**src/rtl/irq_hub_pkg.sv**
```systemverilog
package irq_hub_pkg;

  localparam logic [3:0] FMT_FLAT    = 4'hF;
  localparam logic [3:0] FMT_CLUSTER = 4'h0;
  localparam logic [7:0] DEST_ALL    = 8'hFF;

  typedef enum logic [2:0] {
    DM_FIXED  = 3'd0,
    DM_LOWEST = 3'd1,
    DM_SMI    = 3'd2,
    DM_RSVD   = 3'd3,
    DM_NMI    = 3'd4,
    DM_INIT   = 3'd5,
    DM_START  = 3'd6,
    DM_EXTERN = 3'd7
  } dlv_mode_e;

  typedef struct packed {
    logic [7:0] vector;
    dlv_mode_e  mode;
    logic       logical;
    logic       level;
    logic       trigger;
    logic [1:0] shorthand;
    logic [7:0] dest;
    logic       from_cmd;
  } irq_msg_t;

  function automatic logic flat_hit(input logic [7:0] dest, input logic [7:0] lid);
    return |(dest & lid);
  endfunction

  function automatic logic cluster_hit(input logic [7:0] dest, input logic [7:0] lid);
    return (dest[7:4] == lid[7:4]) && (|(dest[3:0] & lid[3:0]));
  endfunction

  function automatic irq_msg_t cmd_to_msg(input logic [31:0] lo, input logic [7:0] dest);
    irq_msg_t m;
    m.vector    = lo[7:0];
    m.mode      = dlv_mode_e'(lo[10:8]);
    m.logical   = lo[11];
    m.level     = lo[14];
    m.trigger   = lo[15];
    m.shorthand = lo[19:18];
    m.dest      = dest;
    m.from_cmd  = 1'b1;
    return m;
  endfunction

  function automatic irq_msg_t msi_to_msg(input logic [31:0] addr, input logic [31:0] data);
    irq_msg_t m;
    m.vector    = data[7:0];
    m.mode      = dlv_mode_e'(data[10:8]);
    m.logical   = addr[2];
    m.level     = 1'b1;
    m.trigger   = data[15];
    m.shorthand = 2'd0;
    m.dest      = addr[19:12];
    m.from_cmd  = 1'b0;
    return m;
  endfunction

endpackage

```
**src/rtl/irq_msg_source.sv**
```systemverilog
module irq_msg_source
  import irq_hub_pkg::*;
#(
  parameter int SRC_W = 3
) (
  input  logic             clk,
  input  logic             rst_n,
  input  logic             busy,
  input  logic             cmd_valid,
  input  logic             cmd_sel_hi,
  input  logic [31:0]      cmd_wdata,
  input  logic [SRC_W-1:0] cmd_sender,
  output logic             cmd_ready,
  input  logic             msi_valid,
  input  logic [31:0]      msi_addr,
  input  logic [31:0]      msi_data,
  output logic             msi_ready,
  output logic             fire,
  output irq_msg_t         msg,
  output logic [SRC_W-1:0] sender
);

  logic [7:0] hi_dest_q;
  logic       cmd_take;
  logic       cmd_send;
  logic       msi_take;
  logic       cmd_lo_offer;

  assign cmd_lo_offer = cmd_valid && !cmd_sel_hi;
  assign cmd_ready    = !busy;
  assign msi_ready    = !busy && !cmd_lo_offer;
  assign cmd_take     = cmd_valid && cmd_ready;
  assign cmd_send     = cmd_take && !cmd_sel_hi;
  assign msi_take     = msi_valid && msi_ready;
  assign fire         = cmd_send || msi_take;
  assign sender       = cmd_sender;

  always_ff @(posedge clk or negedge rst_n) begin
    if (!rst_n) begin
      hi_dest_q <= '0;
    end else if (cmd_take && cmd_sel_hi) begin
      hi_dest_q <= cmd_wdata[31:24];
    end
  end

  always_comb begin
    if (cmd_send) msg = cmd_to_msg(cmd_wdata, hi_dest_q);
    else          msg = msi_to_msg(msi_addr, msi_data);
  end

  p_no_fire_busy_r12: assert property (@(posedge clk) disable iff (!rst_n)
    busy |-> !fire);

  p_cmd_first_r12: assert property (@(posedge clk) disable iff (!rst_n)
    (cmd_lo_offer && msi_valid) |-> !msi_take);

endmodule

```
**src/rtl/irq_target_resolve.sv**
```systemverilog
module irq_target_resolve
  import irq_hub_pkg::*;
#(
  parameter int NUM_UNITS = 8,
  parameter int SRC_W     = 3
) (
  input  logic                   clk,
  input  logic                   rst_n,
  input  logic                   fire,
  input  irq_msg_t               msg,
  input  logic [SRC_W-1:0]       sender,
  input  logic [NUM_UNITS*8-1:0] phys_cfg,
  input  logic [NUM_UNITS*8-1:0] logic_cfg,
  input  logic [NUM_UNITS*4-1:0] fmt_cfg,
  output logic [NUM_UNITS-1:0]   mask
);

  localparam logic [NUM_UNITS-1:0] ONE = {{(NUM_UNITS-1){1'b0}}, 1'b1};

  logic [NUM_UNITS-1:0] phys_hit;
  logic [NUM_UNITS-1:0] phys_first;
  logic [NUM_UNITS-1:0] log_hit;
  logic [NUM_UNITS-1:0] self_mask;
  logic [NUM_UNITS-1:0] dest_mask;

  for (genvar i = 0; i < NUM_UNITS; i++) begin : g_unit
    logic [7:0] pid;
    logic [7:0] lid;
    logic [3:0] fmt;
    assign pid = phys_cfg[i*8 +: 8];
    assign lid = logic_cfg[i*8 +: 8];
    assign fmt = fmt_cfg[i*4 +: 4];
    assign phys_hit[i] = (pid == msg.dest);
    always_comb begin
      if (fmt == FMT_FLAT)         log_hit[i] = flat_hit(msg.dest, lid);
      else if (fmt == FMT_CLUSTER) log_hit[i] = cluster_hit(msg.dest, lid);
      else                         log_hit[i] = 1'b0;
    end
  end

  assign phys_first = phys_hit & (~phys_hit + ONE);

  always_comb begin
    self_mask = '0;
    if (int'(sender) < NUM_UNITS) self_mask[sender] = 1'b1;
  end

  always_comb begin
    if (msg.logical)              dest_mask = log_hit;
    else if (msg.dest == DEST_ALL) dest_mask = '1;
    else                          dest_mask = phys_first;
  end

  always_comb begin
    unique case (msg.shorthand)
      2'd0:    mask = dest_mask;
      2'd1:    mask = self_mask;
      2'd2:    mask = '1;
      default: mask = ~self_mask;
    endcase
  end

  p_phys_single_r1: assert property (@(posedge clk) disable iff (!rst_n)
    (fire && msg.shorthand == 2'd0 && !msg.logical && msg.dest != DEST_ALL)
      |-> ($countones(mask) <= 1));

  p_self_only_r5: assert property (@(posedge clk) disable iff (!rst_n)
    (fire && msg.shorthand == 2'd1) |-> $onehot0(mask));

endmodule

```
**src/rtl/irq_action_dispatch.sv**
```systemverilog
module irq_action_dispatch
  import irq_hub_pkg::*;
#(
  parameter int NUM_UNITS = 8
) (
  input  logic                 clk,
  input  logic                 rst_n,
  input  logic                 fire,
  input  irq_msg_t             msg,
  input  logic [NUM_UNITS-1:0] mask,
  output logic                 busy,
  output logic [NUM_UNITS-1:0] fixed_strobe,
  output logic [7:0]           fixed_vector,
  output logic                 fixed_trigger,
  output logic [NUM_UNITS-1:0] smi_pulse,
  output logic [NUM_UNITS-1:0] nmi_pulse,
  output logic [NUM_UNITS-1:0] init_pulse,
  output logic [NUM_UNITS-1:0] start_pulse,
  output logic [7:0]           start_vector,
  output logic [NUM_UNITS-1:0] arb_resync
);

  localparam logic [NUM_UNITS-1:0] ONE = {{(NUM_UNITS-1){1'b0}}, 1'b1};

  logic [NUM_UNITS-1:0] lowest_pick;
  logic                 init_deassert;
  logic                 any_out;

  assign lowest_pick   = mask & (~mask + ONE);
  assign init_deassert = msg.from_cmd && !msg.level && msg.trigger;

  always_ff @(posedge clk or negedge rst_n) begin
    if (!rst_n) begin
      busy          <= 1'b0;
      fixed_strobe  <= '0;
      fixed_vector  <= '0;
      fixed_trigger <= 1'b0;
      smi_pulse     <= '0;
      nmi_pulse     <= '0;
      init_pulse    <= '0;
      start_pulse   <= '0;
      start_vector  <= '0;
      arb_resync    <= '0;
    end else begin
      busy         <= fire;
      fixed_strobe <= '0;
      smi_pulse    <= '0;
      nmi_pulse    <= '0;
      init_pulse   <= '0;
      start_pulse  <= '0;
      arb_resync   <= '0;
      if (fire) begin
        unique case (msg.mode)
          DM_FIXED, DM_EXTERN: begin
            fixed_strobe  <= mask;
            fixed_vector  <= msg.vector;
            fixed_trigger <= msg.trigger;
          end
          DM_LOWEST: begin
            fixed_strobe  <= lowest_pick;
            fixed_vector  <= msg.vector;
            fixed_trigger <= msg.trigger;
          end
          DM_SMI: smi_pulse <= mask;
          DM_NMI: nmi_pulse <= mask;
          DM_INIT: begin
            if (init_deassert) arb_resync <= mask;
            else               init_pulse <= mask;
          end
          DM_START: begin
            start_pulse  <= mask;
            start_vector <= msg.vector;
          end
          default: ;
        endcase
      end
    end
  end

  assign any_out = |{fixed_strobe, smi_pulse, nmi_pulse, init_pulse, start_pulse, arb_resync};

  p_family_excl_r8: assert property (@(posedge clk) disable iff (!rst_n)
    $onehot0({|fixed_strobe, |smi_pulse, |nmi_pulse, |init_pulse, |start_pulse, |arb_resync}));

  p_lowest_one_r7: assert property (@(posedge clk) disable iff (!rst_n)
    (fire && msg.mode == DM_LOWEST && |mask) |=> $onehot(fixed_strobe));

  p_resync_only_r9: assert property (@(posedge clk) disable iff (!rst_n)
    (fire && msg.mode == DM_INIT && msg.from_cmd && !msg.level && msg.trigger)
      |=> (init_pulse == '0));

  p_rsvd_silent_r8: assert property (@(posedge clk) disable iff (!rst_n)
    (fire && msg.mode == DM_RSVD) |=> !any_out);

  p_busy_single_r12: assert property (@(posedge clk) disable iff (!rst_n)
    busy |=> !busy);

  p_quiet_idle_r12: assert property (@(posedge clk) disable iff (!rst_n)
    !busy |-> !any_out);

  p_fire_busy_r12: assert property (@(posedge clk) disable iff (!rst_n)
    fire |=> busy);

endmodule

```
**src/rtl/irq_dispatch_hub.sv**
```systemverilog
module irq_dispatch_hub
  import irq_hub_pkg::*;
#(
  parameter int NUM_UNITS = 8,
  parameter int SRC_W     = (NUM_UNITS > 1) ? $clog2(NUM_UNITS) : 1
) (
  input  logic                   clk,
  input  logic                   rst_n,
  input  logic [NUM_UNITS*8-1:0] unit_phys_id,
  input  logic [NUM_UNITS*8-1:0] unit_logic_id,
  input  logic [NUM_UNITS*4-1:0] unit_format,
  input  logic                   cmd_valid,
  input  logic                   cmd_sel_hi,
  input  logic [31:0]            cmd_wdata,
  input  logic [SRC_W-1:0]       cmd_sender,
  output logic                   cmd_ready,
  input  logic                   msi_valid,
  input  logic [31:0]            msi_addr,
  input  logic [31:0]            msi_data,
  output logic                   msi_ready,
  output logic                   busy,
  output logic [NUM_UNITS-1:0]   fixed_strobe,
  output logic [7:0]             fixed_vector,
  output logic                   fixed_trigger,
  output logic [NUM_UNITS-1:0]   smi_pulse,
  output logic [NUM_UNITS-1:0]   nmi_pulse,
  output logic [NUM_UNITS-1:0]   init_pulse,
  output logic [NUM_UNITS-1:0]   start_pulse,
  output logic [7:0]             start_vector,
  output logic [NUM_UNITS-1:0]   arb_resync
);

  logic                 fire;
  irq_msg_t             msg;
  logic [SRC_W-1:0]     sender;
  logic [NUM_UNITS-1:0] target_mask;

  irq_msg_source #(.SRC_W(SRC_W)) u_source (
    .clk        (clk),
    .rst_n      (rst_n),
    .busy       (busy),
    .cmd_valid  (cmd_valid),
    .cmd_sel_hi (cmd_sel_hi),
    .cmd_wdata  (cmd_wdata),
    .cmd_sender (cmd_sender),
    .cmd_ready  (cmd_ready),
    .msi_valid  (msi_valid),
    .msi_addr   (msi_addr),
    .msi_data   (msi_data),
    .msi_ready  (msi_ready),
    .fire       (fire),
    .msg        (msg),
    .sender     (sender)
  );

  irq_target_resolve #(.NUM_UNITS(NUM_UNITS), .SRC_W(SRC_W)) u_resolve (
    .clk       (clk),
    .rst_n     (rst_n),
    .fire      (fire),
    .msg       (msg),
    .sender    (sender),
    .phys_cfg  (unit_phys_id),
    .logic_cfg (unit_logic_id),
    .fmt_cfg   (unit_format),
    .mask      (target_mask)
  );

  irq_action_dispatch #(.NUM_UNITS(NUM_UNITS)) u_dispatch (
    .clk           (clk),
    .rst_n         (rst_n),
    .fire          (fire),
    .msg           (msg),
    .mask          (target_mask),
    .busy          (busy),
    .fixed_strobe  (fixed_strobe),
    .fixed_vector  (fixed_vector),
    .fixed_trigger (fixed_trigger),
    .smi_pulse     (smi_pulse),
    .nmi_pulse     (nmi_pulse),
    .init_pulse    (init_pulse),
    .start_pulse   (start_pulse),
    .start_vector  (start_vector),
    .arb_resync    (arb_resync)
  );

  p_ready_low_busy_r12: assert property (@(posedge clk) disable iff (!rst_n)
    busy |-> (!cmd_ready && !msi_ready));

endmodule

```
**config.mk**
```make
export PLATFORM = sky130hd
export DESIGN_NAME = irq_dispatch_hub
export DESIGN_NICKNAME = d
export VERILOG_FILES = /design/src/rtl/irq_hub_pkg.sv /design/src/rtl/irq_msg_source.sv /design/src/rtl/irq_target_resolve.sv /design/src/rtl/irq_action_dispatch.sv /design/src/rtl/irq_dispatch_hub.sv
export SDC_FILE = /design/constraint.sdc
export NUM_CORES = 1
export LEC_CHECK = 0
export ABC_CLOCK_PERIOD_IN_PS = 5300
export BUFFER_PORTS_ARGS = -buffer_cell sky130_fd_sc_hd__clkbuf_2
export CAP_MARGIN = 20
export CORE_ASPECT_RATIO = 1.75
export CORE_MARGIN = 2
export CORE_UTILIZATION = 26
export CTS_CLUSTER_DIAMETER = 80
export DETAILED_ROUTE_END_ITERATION = 6
export PLACE_DENSITY = 0.64
export SLEW_MARGIN = 20
export SYNTH_ARGS = -nofsm -noshare
export SYNTH_HDL_FRONTEND = slang
export SYNTH_SLANG_ARGS = --single-unit
export TNS_END_PERCENT = 20
```
**constraint.sdc**
```tcl
create_clock -name clk -period 5.3 [get_ports clk]
set_clock_uncertainty 0.15 [all_clocks]
set_input_delay 1.06 -clock clk [delete_from_list [all_inputs] [get_ports clk]]
set_output_delay 1.06 -clock clk [all_outputs]
set_load 0.01 [all_outputs]
```
==> metrics.cfg <==
[timing]
fin_crit_sh_pct = 87.5
holdWs_ps = 327
slew_headroom_pct = 26.9
report.final.slew_viol_count = 0
rsz0062_at_grt = false
tightest_slew_ps = 1070
fmax_mhz = 216
finalHoldViolCount = 0
finalSetupViolations = 0
fin_crit_ps = 4640
setup_tns_ps = 0

[yosys]
synth_ff_type = dfrtp_1
ys_ff_latch = 74
synthAdderAreaFrac_pct = 7.07
async_flop_share_pct = 100
synthSimpleGateAreaFrac_pct = 20.5
synthMuxAreaShare_pct = 6.32
syn-mean-instance-area_um2 = 8.69
synth-xor-area-share_pct = 6.81
yosysUniqueCellTypes = 72
syn-num-nets = 947
synth_compound_area_share_pct = 21.4
synth-edff-count = 0
syn_area_um2 = 5660
ys_warn_count = 0
synth_top_family_by_area = compound AO/OA/AOI/OAI gates
ys_seq_area_share_pct = 32.7
syn_inst = 651

[worst_setup_path]
endpoint_kind = flip-flop
crit_buf_inv = 3
worstPathCellList = clkbuf_2 -> nor3b_2 -> buf_4 -> mux2i_1 -> buf_4 -> ha_1 -> nor4_1 -> a211oi_1 -> a211o_1 -> o22a_1 -> a21boi_0 -> o31ai_2 -> nor4_2
critPathArrivalTime_ps = 4680
crit_fanout = 11
slowest_stage = nor3b_2
cpMostUsedCell = buf_4
cp.required_ps = 5350
max_stage_delay_ps = 770
worstSetupStartpointType = input pin
critPathKind = input pin to flip-flop
crit_family = compound AO/OA/AOI/OAI gates

[clock_network]
cts_setup_buffers = 0
cts.repair.resized = 0
cts_made_buffers = 9
clock-root-buffer = clkbuf_16
cts_tree = built
htree_levels = 3
clk_pin_slew_ps = 60
cts.hold.buffers_added = 0
cts_sinks = 74
clk_latency_ps = 330
cts.path.max_buffers = 2

[cells_and_area]
seq_area_um2 = 1850
final_cell_mix = 279 x clkbuf_2, 75 x nor2_1, 74 x dfrtp_1
multiInputGateArea_um2 = 3520
fill_cells = 2263
fin_area_um2 = 7750
area_growth_pct = 36.9
final_cells = 1228
final_nets = 1226
layout_commonest_cell = clkbuf_2
drive_gt1_share_pct = 37.1

[detailed_routing]
vias_per_cell = 5.15
routedWlPerCell_um = 19.1
vias = 6326
drtPass1Iterations = 5
wl_mm = 23.5
first_iter_violations = 284
drc = 0
final_antenna_net_count = 0

[power_and_ir_drop]
leakagePower_nw = 3.92
peakVddDrop_mv = 0.157
p_total_mw = 1.98
p_per_area_nw_per_um2 = 256

[floorplan]
die_w_um = 116
ios = 332
fp.coreArea_um2 = 21400
die_y_um = 199
core.rowCount = 71
start_util_pct = 26.4
dieArea_um2 = 23000

[placement]
gp_congestion = 0.929
dp_hpwl_mm = 19.5
dp_cells = 1211
place_area_um2 = 7440
portBuffers = 280

[job]
maxCapViolCount = 0

[outcome]
status = finished clean

[min_path]
hold_class = flip-flop to flip-flop

[global_route]
antenna_found_initial = 1
overflow = 0
grt_use_total_pct = 20.1
grt_max_degree = 75
grt_pass1_wl_mm = 35.2
grt_pass1_vias = 6376

## sequential cells by signal, summed over array words and instances, names as in the netlist
register	count
u_source.hi_dest_q	8
u_dispatch.start_pulse	8
u_dispatch.nmi_pulse	8
u_dispatch.fixed_trigger	1
u_dispatch.fixed_vector	8
u_dispatch.smi_pulse	8
u_dispatch.busy	1
u_dispatch.arb_resync	8
u_dispatch.init_pulse	8
u_dispatch.fixed_strobe	8
u_dispatch.start_vector	8
## through the flow
step | worst slack [ps] | utilization [%]
floorplan | 931 | -
global placement | 351 | 34.7
detailed placement | 322 | 34.7
CTS | 664 | 36.2
global route | 417 | 36.2
finish | 662 | 36.2
## routing by layer
metal / GRT usage [%] / wire length [um] / share of wire [%] / up-vias
met2: 36.7 / 12300 / 52 / 291
met5: 0 / 0 / 0 / -
li1: - / - / - / 2982
met3: 2.79 / 1350 / 5.7 / 74
met4: 10.8 / 1120 / 4.8 / 0
met1: 22.0 / 8730 / 37 / 2979
## cell usage after synthesis, drive strengths merged, types with 8 or more instances
library cell,number,area (um2)
a21oi,30,161
a221oi,13,120
a22oi,19,143
buf,13,78.8
clkbuf,20,75.1
dfrtp,74,1850
ha,32,400
inv,37,139
mux2,9,101
mux2i,24,256
nand2,46,173
nand3,8,40.0
nand4,16,100
nor2,75,282
nor3,19,95.1
nor4,32,213
o21ai,40,211
o22ai,14,87.6
xnor2,21,184
xor2,23,201
## logic make-up after synthesis
group,after synthesis
mux,33
buf+inv,70
xor+xnor,44
flops,74
simple gates,229
fa+ha+maj,32
compound gates,169
## layout make-up
cell class                      instances  share of cell area [%]
Antenna cell                            1                  0.0323
Clock buffer                            9                    2.91
Clock inverter                          7                    1.08
Inverter                               37                    1.79
Multi-Input combinational cell        507                    45.4
Sequential cell                        74                    23.9
Tap cell                              292                    4.71
Timing Repair Buffer                  301                    20.2
## worst paths after layout
check                           cells after the start                                endpoint                              startpoint  slack (ps)
worst max-delay path                               13    u_dispatch.fixed_strobe[7]$_DFF_PN0_                              cmd_sel_hi         660
worst min-delay path                                2  u_dispatch.start_vector[1]$_DFFE_PN0P_  u_dispatch.start_vector[1]$_DFFE_PN0P_         330
worst max register to register                     12    u_dispatch.fixed_strobe[7]$_DFF_PN0_               u_dispatch.busy$_DFF_PN0_        1030
worst min register to register                      2  u_dispatch.start_vector[1]$_DFFE_PN0P_  u_dispatch.start_vector[1]$_DFFE_PN0P_         330
max in group asynchronous                           1     u_dispatch.start_pulse[2]$_DFF_PN0_                                   rst_n        3680
min in group asynchronous                           1  u_dispatch.fixed_vector[1]$_DFFE_PN0P_                                   rst_n         690
## where the power goes
part / leakage, nW / internal, mW / switching, mW
Clock: 0.149 / 0.373 / 0.252
Combinational: 2.78 / 0.278 / 0.378
Sequential: 0.988 / 0.625 / 0.0758
## tightest hold or removal path: cells and delay by family, from the launching register on
family           cells  cell delay [ps]
flip-flops           1              340
AO/OA/AOI/OAI        1               60
AND/OR/NAND/NOR      1               40
Note: power is estimated with default switching activity, not from simulation.
